[config.mk]
export PLATFORM = sky130hd
export DESIGN_NAME = hb_interp_chain
export DESIGN_NICKNAME = d
export VERILOG_FILES = /design/src/rtl/hbi_pkg.sv /design/src/rtl/hbi_sched.sv /design/src/rtl/hbi_stage.sv /design/src/rtl/hb_interp_chain.sv
export SDC_FILE = /design/constraint.sdc
export NUM_CORES = 2
export LEC_CHECK = 0
export ABC_AREA = 0
export ABC_CLOCK_PERIOD_IN_PS = 15030
export BUFFER_PORTS_ARGS = -buffer_cell sky130_fd_sc_hd__buf_2
export CAP_MARGIN = 10
export CELL_PAD_IN_SITES_DETAIL_PLACEMENT = 1
export CELL_PAD_IN_SITES_GLOBAL_PLACEMENT = 1
export CORE_ASPECT_RATIO = 0.5
export CORE_MARGIN = 3
export CORE_UTILIZATION = 33
export DETAILED_ROUTE_END_ITERATION = 8
export PLACE_DENSITY = 0.57
export SLEW_MARGIN = 15
export SYNTH_ARGS = -nofsm -noshare
export SYNTH_HDL_FRONTEND = slang
export SYNTH_SLANG_ARGS = --single-unit
[constraint.sdc]
create_clock -name clk -period 15.03 [get_ports clk]
set_input_delay 1.503 -clock clk [delete_from_list [all_inputs] [get_ports clk]]
set_output_delay 1.503 -clock clk [all_outputs]
set_load 0.02 [all_outputs]
[src/rtl/hbi_pkg.sv]
`timescale 1ns/1ps
package hbi_pkg;

  localparam int SMP_W   = 16;
  localparam int FRAC_W  = 16;
  localparam int ACC_W   = 40;
  localparam int SMP_MAX = (1 << (SMP_W - 1)) - 1;
  localparam int SMP_MIN = -(1 << (SMP_W - 1));

  // non-zero side taps of the half-band filter, Q16, stage gain 2 applied at rounding
  localparam int TAP_NEAR = 20000;
  localparam int TAP_MID  = -4400;
  localparam int TAP_FAR  = 784;

  typedef logic signed [SMP_W-1:0] smp_t;
  typedef logic signed [ACC_W-1:0] acc_t;

  // weighted sum of the six-sample window, w0 newest
  function automatic acc_t hb_mac(input smp_t w0, input smp_t w1, input smp_t w2,
                                  input smp_t w3, input smp_t w4, input smp_t w5);
    acc_t s_near, s_mid, s_far;
    s_near = acc_t'(w2) + acc_t'(w3);
    s_mid  = acc_t'(w1) + acc_t'(w4);
    s_far  = acc_t'(w0) + acc_t'(w5);
    return s_near * acc_t'(TAP_NEAR) + s_mid * acc_t'(TAP_MID) + s_far * acc_t'(TAP_FAR);
  endfunction

  // divide by 2^(FRAC_W-1) with round-half-up, then clamp to the sample range
  function automatic smp_t round_sat(input acc_t acc);
    acc_t r;
    smp_t res;
    r = (acc + (acc_t'(1) <<< (FRAC_W - 2))) >>> (FRAC_W - 1);
    if (r > acc_t'(SMP_MAX))      res = smp_t'(SMP_MAX);
    else if (r < acc_t'(SMP_MIN)) res = smp_t'(SMP_MIN);
    else                          res = smp_t'(r);
    return res;
  endfunction

endpackage

[src/rtl/hbi_sched.sv]
`timescale 1ns/1ps
module hbi_sched #(
  parameter int MAX_ST = 3,
  parameter int MODE_W = 2
) (
  input  logic              clk,
  input  logic              rst_n,
  input  logic [MODE_W-1:0] rate_sel,
  output logic [MODE_W-1:0] act_rate,
  output logic              flush,
  output logic              take,
  output logic [MAX_ST-1:0] st_en,
  output logic [MAX_ST-1:0] st_selb
);

  localparam int PH_W = MAX_ST;

  logic [PH_W-1:0] ph;
  logic [PH_W-1:0] ph_mask;

  assign flush   = (rate_sel != act_rate);
  assign ph_mask = PH_W'((1 << act_rate) - 1);
  assign take    = !flush && (ph == '0);

  always_ff @(posedge clk or negedge rst_n) begin
    if (!rst_n) begin
      act_rate <= '0;
      ph       <= '0;
    end else if (flush) begin
      act_rate <= rate_sel;
      ph       <= '0;
    end else begin
      ph <= (ph + 1'b1) & ph_mask;
    end
  end

  // stage i samples upstream i clocks into each of its own periods,
  // and shows the second half of its pair in the back half of the period
  for (genvar i = 0; i < MAX_ST; i++) begin : g_slot
    logic [PH_W-1:0] sub_mask;
    logic [PH_W-1:0] lag_in;
    logic [PH_W-1:0] lag_out;
    assign sub_mask   = ph_mask >> i;
    assign lag_in     = (ph - PH_W'(i)) & sub_mask;
    assign lag_out    = (ph - PH_W'(i + 1)) & sub_mask;
    assign st_en[i]   = !flush && (act_rate > MODE_W'(i)) && (lag_in == '0);
    assign st_selb[i] = (lag_out > (sub_mask >> 1));
  end

  a_r2_ready_gap: assert property (@(posedge clk) disable iff (!rst_n)
    (take && act_rate != '0) |=> !take);

  a_r10_restart: assert property (@(posedge clk) disable iff (!rst_n)
    flush |=> (take || flush));

endmodule

[src/rtl/hbi_stage.sv]
`timescale 1ns/1ps
module hbi_stage
  import hbi_pkg::*;
(
  input  logic clk,
  input  logic rst_n,
  input  logic clr,
  input  logic en,
  input  logic in_live,
  input  smp_t in_smp,
  input  logic selb,
  output smp_t out_smp,
  output logic out_live
);

  localparam int HIST_N = 5;

  smp_t hist [0:HIST_N-1];
  smp_t pair_a;
  smp_t pair_b;
  smp_t interp;
  logic live_q;
  logic accept;
  logic flat_win;

  assign accept   = en && in_live;
  assign interp   = round_sat(hb_mac(in_smp, hist[0], hist[1], hist[2], hist[3], hist[4]));
  assign flat_win = (in_smp == hist[0]) && (hist[0] == hist[1]) && (hist[1] == hist[2]) &&
                    (hist[2] == hist[3]) && (hist[3] == hist[4]);

  always_ff @(posedge clk or negedge rst_n) begin
    if (!rst_n) begin
      for (int k = 0; k < HIST_N; k++) hist[k] <= '0;
      pair_a <= '0;
      pair_b <= '0;
      live_q <= 1'b0;
    end else if (clr) begin
      for (int k = 0; k < HIST_N; k++) hist[k] <= '0;
      pair_a <= '0;
      pair_b <= '0;
      live_q <= 1'b0;
    end else if (en) begin
      live_q <= in_live;
      if (in_live) begin
        hist[0] <= in_smp;
        for (int k = 1; k < HIST_N; k++) hist[k] <= hist[k-1];
        pair_a <= hist[2];
        pair_b <= interp;
      end
    end
  end

  assign out_live = live_q;
  assign out_smp  = live_q ? (selb ? pair_b : pair_a) : '0;

  a_r9_hold_state: assert property (@(posedge clk) disable iff (!rst_n)
    (!clr && !accept) |=> ($stable(hist[0]) && $stable(hist[4]) && $stable(pair_b)));

  a_r7_dc_exact: assert property (@(posedge clk) disable iff (!rst_n)
    (!clr && accept && flat_win) |=> (pair_a == $past(in_smp) && pair_b == $past(in_smp)));

endmodule

[src/rtl/hb_interp_chain.sv]
`timescale 1ns/1ps
module hb_interp_chain
  import hbi_pkg::*;
#(
  parameter int MAX_ST = 3,
  parameter int MODE_W = $clog2(MAX_ST + 1)
) (
  input  logic              clk,
  input  logic              rst_n,
  input  logic [MODE_W-1:0] rate_sel,
  input  logic [SMP_W-1:0]  in_smp,
  input  logic              in_valid,
  output logic              in_ready,
  output logic [SMP_W-1:0]  out_smp
);

  logic [MODE_W-1:0] act_rate;
  logic              flush;
  logic              take;
  logic [MAX_ST-1:0] st_en;
  logic [MAX_ST-1:0] st_selb;

  hbi_sched #(.MAX_ST(MAX_ST), .MODE_W(MODE_W)) sched_i (
    .clk      (clk),
    .rst_n    (rst_n),
    .rate_sel (rate_sel),
    .act_rate (act_rate),
    .flush    (flush),
    .take     (take),
    .st_en    (st_en),
    .st_selb  (st_selb)
  );

  assign in_ready = take;

  smp_t chain_smp  [0:MAX_ST];
  logic chain_live [0:MAX_ST];

  assign chain_smp[0]  = smp_t'(in_smp);
  assign chain_live[0] = in_valid;

  for (genvar i = 0; i < MAX_ST; i++) begin : g_stage
    hbi_stage stage_i (
      .clk      (clk),
      .rst_n    (rst_n),
      .clr      (flush),
      .en       (st_en[i]),
      .in_live  (chain_live[i]),
      .in_smp   (chain_smp[i]),
      .selb     (st_selb[i]),
      .out_smp  (chain_smp[i+1]),
      .out_live (chain_live[i+1])
    );
  end

  // bypass path: a single register
  smp_t byp_q;
  logic byp_live;

  always_ff @(posedge clk or negedge rst_n) begin
    if (!rst_n) begin
      byp_q    <= '0;
      byp_live <= 1'b0;
    end else if (flush) begin
      byp_q    <= '0;
      byp_live <= 1'b0;
    end else if (take && act_rate == '0) begin
      byp_q    <= smp_t'(in_smp);
      byp_live <= in_valid;
    end
  end

  always_comb begin
    if (act_rate == '0) out_smp = byp_live ? byp_q : '0;
    else                out_smp = chain_live[act_rate] ? chain_smp[act_rate] : '0;
  end

  a_r10_flush_quiet: assert property (@(posedge clk) disable iff (!rst_n)
    flush |=> (out_smp == '0));

  a_r3_bypass_pass: assert property (@(posedge clk) disable iff (!rst_n)
    (take && act_rate == '0 && in_valid) |=> (out_smp == $past(in_smp)));

endmodule

======== Word level (Yosys, flattened, before mapping) ========
Cells that the tools add are included.
storage, ports and cells
  register bits after elaboration ......... 361
  input bits .............................. 21
  output and inout bits ................... 17
  word-level logic and storage cells ...... 166
cells by class
  bitwise logic cells ..................... 8
  reduce and logical (&&, ||, !) cells .... 24
  $lt $le $gt $ge ......................... 13
  $add $sub $neg .......................... 23
  muxes and demuxes ....................... 59
  $mul .................................... 9
  equality and inequality tests ........... 1
  shift operators ......................... 1
operators by type and width
  kind                                                           number
  2-to-1 mux 80 bit                                              9
  2-to-1 mux 16 bit                                              37
  adder 40 bit                                                   6
  adder 16 x 16 -> 17 bit                                        9
  adder 40 x 16 -> 40 bit (second input constant)                3
  multiplier 40 x 10 -> 36 bit (second input constant)           3
  multiplier 40 x 11 -> 35 bit (second input constant)           3
  multiplier 40 x 7 -> 36 bit (second input constant)            3
  > comparator 25 x 16 -> 1 bit (second input constant)          3
  less-than comparator 25 x 16 -> 1 bit (second input constant)  3
  binary-select mux 16 bit (select 2 bit)                        1
  nonzero test 2 bit                                             7
  zero test 3 bit                                                4
  2-to-1 mux 1 bit                                               10
  bitwise AND 3 bit                                              3
  subtractor 3 x 2 -> 3 bit (second input constant)              3
  logical AND 1 bit                                              8
  bitwise AND 3 x 1 -> 3 bit                                     2
  bitwise AND 3 x 2 -> 3 bit                                     2
  AND reduction 2 bit                                            3
  > comparator 2 x 1 -> 1 bit (second input constant)            2
  adder 3 x 1 -> 3 bit (second input constant)                   1
  >= comparator 3 bit (second input constant)                    1
  > comparator 3 x 1 -> 1 bit                                    1
  11 further kinds                                               11

======== Depth between registers and ports, before layout ========
  word-level depth ........................ 16
  depth in mapped cells ................... 53
  depth with buffers taken out ............ 51

======== Cells and area by module ========
A second synthesis with hierarchy kept.
second synthesis, totals
  cells, all modules ...................... 5614
  area, all modules ....................... 53586.4 um^2
by module, submodules not included
  module                          area an instance (um^2)  cells each  seq. area each (um^2)  instances
  hbi_stage (g_stage[0].stage_i)  17571.9                  1854        2427.3                 1
  hbi_stage (g_stage[1].stage_i)  17332.9                  1820        2427.3                 1
  hbi_stage (g_stage[2].stage_i)  17209.0                  1781        2427.3                 1
  hb_interp_chain                 1094.8                   119         425.4                  1
  hbi_sched                       377.9                    40          125.1                  1

======== Worst setup path before layout ========
OpenSTA, ideal clock, no wires.
  kind .................................... register to register
  from .................................... reg sched_i.ph[0]
  to ...................................... reg g_stage[1].stage_i.pair_b[8]
  stages on the path, launching flop included .. 52
  setup time .............................. 0.126 ns
  arrival time ............................ 11.022 ns
  period minus slack after synthesis ...... 11.148 ns
  setup slack ............................. 3.882 ns
  buffers on the path ..................... 3
  path through ............................ dfrtp_1 > inv_1 > ha_1 > xor2_1 > nand2_1 > o21ai_0 > a21oi_1 > clkbuf_1 > mux2i_1 > nor2_1 > ha_1 > a21o_1 > a21oi_1 > o21bai_1 > a21oi_1 > o21bai_1 > a21o_1 > a21o_1 > (+16 left out) > or2_2 > fa_1 > inv_1 > ha_1 > ha_1 > clkbuf_1 > a21o_1 > a21o_1 > a21oi_1 > nor2b_1 > o21ai_0 > nand3b_1 > o31ai_1 > xnor3_2 > nand2_2 > o31ai_2 > buf_6 > a221o_1
between the ends
  longest elaborated chain between the ends .. 15
ends and longest elaborated chain
  item                                   RTL line                          text
  start: declaration                     hbi_sched.sv:18                   logic [PH_W-1:0] ph;
  start signal: assignment               hbi_sched.sv:33                   ph <= (ph + 1'b1) & ph_mask;
  subtractor 3 x 1 -> 3 bit *            hbi_sched.sv:44, hbi_sched.sv:45
  bitwise AND 3 bit                      hbi_sched.sv:45                   assign lag_out = (ph - PH_W'(i + 1)) & sub_mask;
  > comparator 3 x 2 -> 1 bit            hbi_sched.sv:47                   assign st_selb[i] = (lag_out > (sub_mask >> 1));
  2-to-1 mux 16 bit (2 in series)        hbi_stage.sv:54                   assign out_smp = live_q ? (selb ? pair_b : pair_a) : '0;
  adder 16 x 16 -> 17 bit                hbi_pkg.sv:24                     s_far = acc_t'(w0) + acc_t'(w5);
  multiplier 40 x 7 -> 36 bit            hbi_pkg.sv:25                     return s_near * acc_t'(TAP_NEAR) + s_mid * acc_t'(TAP_MID) + s_far * acc_t'(TAP_FAR);
  adder 40 bit                           hbi_pkg.sv:25
  adder 40 x 16 -> 40 bit                hbi_pkg.sv:32                     r = (acc + (acc_t'(1) <<< (FRAC_W - 2))) >>> (FRAC_W - 1);
  less-than comparator 25 x 16 -> 1 bit  hbi_pkg.sv:34                     else if (r < acc_t'(SMP_MIN)) res = smp_t'(SMP_MIN);
  2-to-1 mux 16 bit                      hbi_pkg.sv:34
  2-to-1 mux 16 bit                      hbi_pkg.sv:33                     if (r > acc_t'(SMP_MAX)) res = smp_t'(SMP_MAX);
  2-to-1 mux 16 bit                      hbi_stage.sv:44                   if (in_live) begin
  2-to-1 mux 16 bit                      hbi_stage.sv:42                   end else if (en) begin
  2-to-1 mux 16 bit                      hbi_stage.sv:37                   end else if (clr) begin
  end signal: assignment                 hbi_stage.sv:48                   pair_b <= interp;
  end: declaration                       hbi_stage.sv:20                   smp_t pair_b;
Mark *: on every way between the ends. The rest lies on a longest branch, timed or not. The select of a mux whose other input is x is not followed.
A chain may end at the register's enable or synchronous reset.

======== Final worst setup path ========
  from .................................... reg sched_i.act_rate[0]
  to ...................................... reg g_stage[1].stage_i.pair_b[8]
between the ends
  longest elaborated chain between the ends .. 16
ends and longest elaborated chain
  item                                   RTL line         text
  start: declaration                     hbi_sched.sv:9   output logic [MODE_W-1:0] act_rate,
  start signal: assignment               hbi_sched.sv:30  act_rate <= rate_sel;
  << shifter 1 x 2 -> 3 bit              hbi_sched.sv:22  assign ph_mask = PH_W'((1 << act_rate) - 1);
  subtractor 3 x 2 -> 3 bit              hbi_sched.sv:22
  bitwise AND 3 bit                      hbi_sched.sv:45
  > comparator 3 x 2 -> 1 bit            hbi_sched.sv:47
  2-to-1 mux 16 bit (2 in series)        hbi_stage.sv:54
  adder 16 x 16 -> 17 bit                hbi_pkg.sv:24
  multiplier 40 x 7 -> 36 bit            hbi_pkg.sv:25
  adder 40 bit                           hbi_pkg.sv:25
  adder 40 x 16 -> 40 bit                hbi_pkg.sv:32
  less-than comparator 25 x 16 -> 1 bit  hbi_pkg.sv:34
  2-to-1 mux 16 bit                      hbi_pkg.sv:34
  2-to-1 mux 16 bit                      hbi_pkg.sv:33
  2-to-1 mux 16 bit                      hbi_stage.sv:44
  2-to-1 mux 16 bit                      hbi_stage.sv:42
  2-to-1 mux 16 bit                      hbi_stage.sv:37
Several ways; a longest one is shown, not always the timed one. The select of a mux whose other input is x is not followed.

==> reports/qor.yml <==
drc: 0
fin_cells: 8327
core_um2: 162400
hold_end: "g_stage[0].stage_i.pair_b[11]$_DFFE_PN0P_"
netlist-cell-type-count: 90
synth_ff_type: "dfrtp_1"
hold_viol_final: 0
hold_path.class: "flop to flop"
dp.cells: 8255
start_util_pct: 33.52
cts.sinks: 313
ant_nets: 0
worstMarginPinSlew_ns: 1.195
dpl_cell_area_um2: 57260
synth_area_per_cell_um2: 8.892
hold_depth: 1
cts_resized: 0
post_synth_and_or_nand_nor_area_fraction_pct: 11.07
slowest_delay_ns: 0.98
syn2layout_area_growth_pct: 7.924
grt_util_all_layers_pct: 19.29
cp-start-kind: "flop"
n_fill_cell: 18980
clockBufferDepth: 3
ys_seq_area_share_pct: 14.39
overflow: 0
synth_adder_area_share_pct: 45.48
postSynthCellCount: 6121
fin_util_pct: 36.17
synth_top_family_by_area: "adder cells"
wl_um: 163200
io_pins: 38
antenna_found_initial: 2
fin_ws_ns: 2.164
max_freq_mhz: 77.73
critPathMostFrequentCell: "ha_1"
fin_skew_ns: 0.01421
synth-compound-area-share_pct: 14.23
clk_latency_ns: 0.58
async_flop_share_pct: 100.0
rrSetupSlack_ns: 2.16
synth_xor_area_share_pct: 5.763
rr_worst_depth: 46
fin_nets: 7796
syn_nets: 7793
holdWs_ns: 0.5176
cp.arrival_ns: 13.37
setup_viol: 0
slew_violations: 0
viasPerCell: 5.070
relSlewSlack_pct: 19.76
cts_buffers: 40
cts_tree: "built"
clk_pin_slew_ns: 0.06
place_hpwl_um: 141200
power_leakage_nw: 32.03
ir_worst_vdd_mv: 0.1846
grt_pass1_wl_um: 262900
wl_per_cell_um: 19.59
fin_tns_setup_ns: 0
design_area_um2: 58740
min_period_ns: 12.87
dp_slack_ns: 2.153
die_h_um: 293.2
required_ns: 15.53
rows: 104
total_power_mw: 4.561
clock-root-buffer: "clkbuf_16"
grt_pass1_vias: 46560
status: "finished clean"
fp.dieW_um: 580.3
drive_gt1_share_pct: 3.575
synth_warnings: 0
cts_hold_buf: 0
ys_seq_elements: 313
p_per_area_nw_per_um2: 77.64
crit_type: "flop to flop"
port-buffer-count: 37
place_congestion: 0.8435
num_vias: 42220
drt-initial-drc-count: 1612
die_area_um2: 170100
r2r_end: "g_stage[1].stage_i.pair_b[8]$_DFFE_PN0P_"
first_pass_iters: 5
postCtsSetupRepairBufs: 0
worst_path_max_delay_cell: "o31ai_2"
end_kind: "flop"
cap_viol_max_count: 0
fin_crit_sh_pct: 85.60
grt_start_max_net_pins: 115
min_from: "g_stage[0].stage_i.pair_b[11]$_DFFE_PN0P_"
synth_area_um2: 54430
rsz0062_at_grt: "no"
muxShareOfSynthArea_pct: 1.041
cp_max_fo: 18
timing.rr.start: "sched_i.act_rate[0]$_DFFE_PN0N_"
cts_htree_levels: 2
synth_edf_count: 0
-- per-layer routing --
| layer | vias to the layer above | GRT usage (%) | routed length (um) |
|---|---|---|---|
| li1 | 20420 | - | - |
| met1 | 21410 | 27.02 | 79940 |
| met2 | 271 | 33.60 | 78650 |
| met3 | 118 | 0.9877 | 2327 |
| met4 | 0 | 2.731 | 2249 |
| met5 | - | 0 | 0 |
-- where the power goes --
part	switching, mW	total [mW]	internal, mW	leakage [nW]
combinational	1.56	2.59	1.03	26.9
sequential	0.0145	0.871	0.856	4.36
clock	0.411	1.10	0.686	0.728
-- cell type report --
cell class	count	area (um^2)	share of cell area [%]
repair buffers	89	585.6	0.9968
diodes	1	2.502	0.004260
clock buffers	54	1176	2.002
flip-flops and latches	313	7833	13.33
well taps	2173	2719	4.629
multi-input cells	4653	42270	71.95
clock inverters	17	302.8	0.5155
inverters	1027	3856	6.565
-- worst max-delay path, delay by kind of cell, from the launching register on --
family	cells	cell delay (ns)
simple gates	7	1.52
fa+ha+maj	9	3.14
xor+xnor	2	0.49
buf+inv	6	1.07
compound gates	21	5.49
flops	1	0.64
mux	1	0.36
-- cell families (layout without fill, tap and decap cells) --
kind of cell | Yosys count | after routing
adder cells (fa/ha/maj) | 1651 | 1651
AND/OR/NAND/NOR | 1365 | 1365
AO/OA/AOI/OAI | 1227 | 1227
buffers and inverters | 1155 | 1187
XOR/XNOR | 354 | 354
flip-flops | 313 | 313
multiplexers | 56 | 56
other | 0 | 1
-- worst max path at each step --
stage                                                from                                   endpoint  slack, ns  cells after the start
after floorplan                   sched_i.ph[0]$_DFF_PN0_   g_stage[1].stage_i.pair_b[8]$_DFFE_PN0P_       3.88                     51
after global placement    sched_i.act_rate[0]$_DFFE_PN0N_   g_stage[1].stage_i.pair_b[5]$_DFFE_PN0P_       2.27                     46
after detailed placement  sched_i.act_rate[0]$_DFFE_PN0N_   g_stage[1].stage_i.pair_b[8]$_DFFE_PN0P_       2.15                     46
after CTS                 sched_i.act_rate[0]$_DFFE_PN0N_   g_stage[1].stage_i.pair_b[8]$_DFFE_PN0P_       2.05                     46
after global routing      sched_i.act_rate[0]$_DFFE_PN0N_  g_stage[1].stage_i.pair_b[13]$_DFFE_PN0P_       1.02                     46
final                     sched_i.act_rate[0]$_DFFE_PN0N_   g_stage[1].stage_i.pair_b[8]$_DFFE_PN0P_       2.16                     46
-- flip-flops by register name (all words and copies together), names as in the netlist --
name and flops:
sched_i.ph 3, g_stage.stage_i.pair_a 48, byp_q 16, g_stage.stage_i.pair_b 48, g_stage.stage_i.hist 192, sched_i.act_rate 2
byp_live 1, g_stage.stage_i.out_live 3
-- placed cells by master, fill, tap and decap left out, types with 50 or more instances in the layout --
master	instances
nor2_1	247
o21bai_1	82
nand2_1	724
a21o_1	102
mux2i_1	51
nand3_1	60
o21a_1	50
inv_1	1023
a21oi_1	532
nor3_1	69
o21ai_0	185
ha_1	1105
fa_1	546
xnor2_1	226
buf_4	52
dfrtp_1	313
xor2_1	125
-- cell usage after synthesis, types with 38 or more instances --
cell type | number | area, um^2
a21o_1 | 102 | 765.7
a21oi_1 | 533 | 2668
clkbuf_1 | 116 | 435.4
dfrtp_1 | 313 | 7833
fa_1 | 546 | 10930
ha_1 | 1105 | 13830
inv_1 | 1023 | 3840
mux2i_1 | 51 | 510.5
nand2_1 | 725 | 2721
nand2b_1 | 38 | 237.7
nand3_1 | 61 | 305.3
nor2_1 | 249 | 934.7
nor2b_1 | 47 | 294.0
nor3_1 | 69 | 345.3
o21a_1 | 50 | 375.4
o21ai_0 | 185 | 925.9
o21bai_1 | 82 | 615.6
xnor2_1 | 226 | 1979
xor2_1 | 125 | 1095
Power figures use the tool's default switching activity.
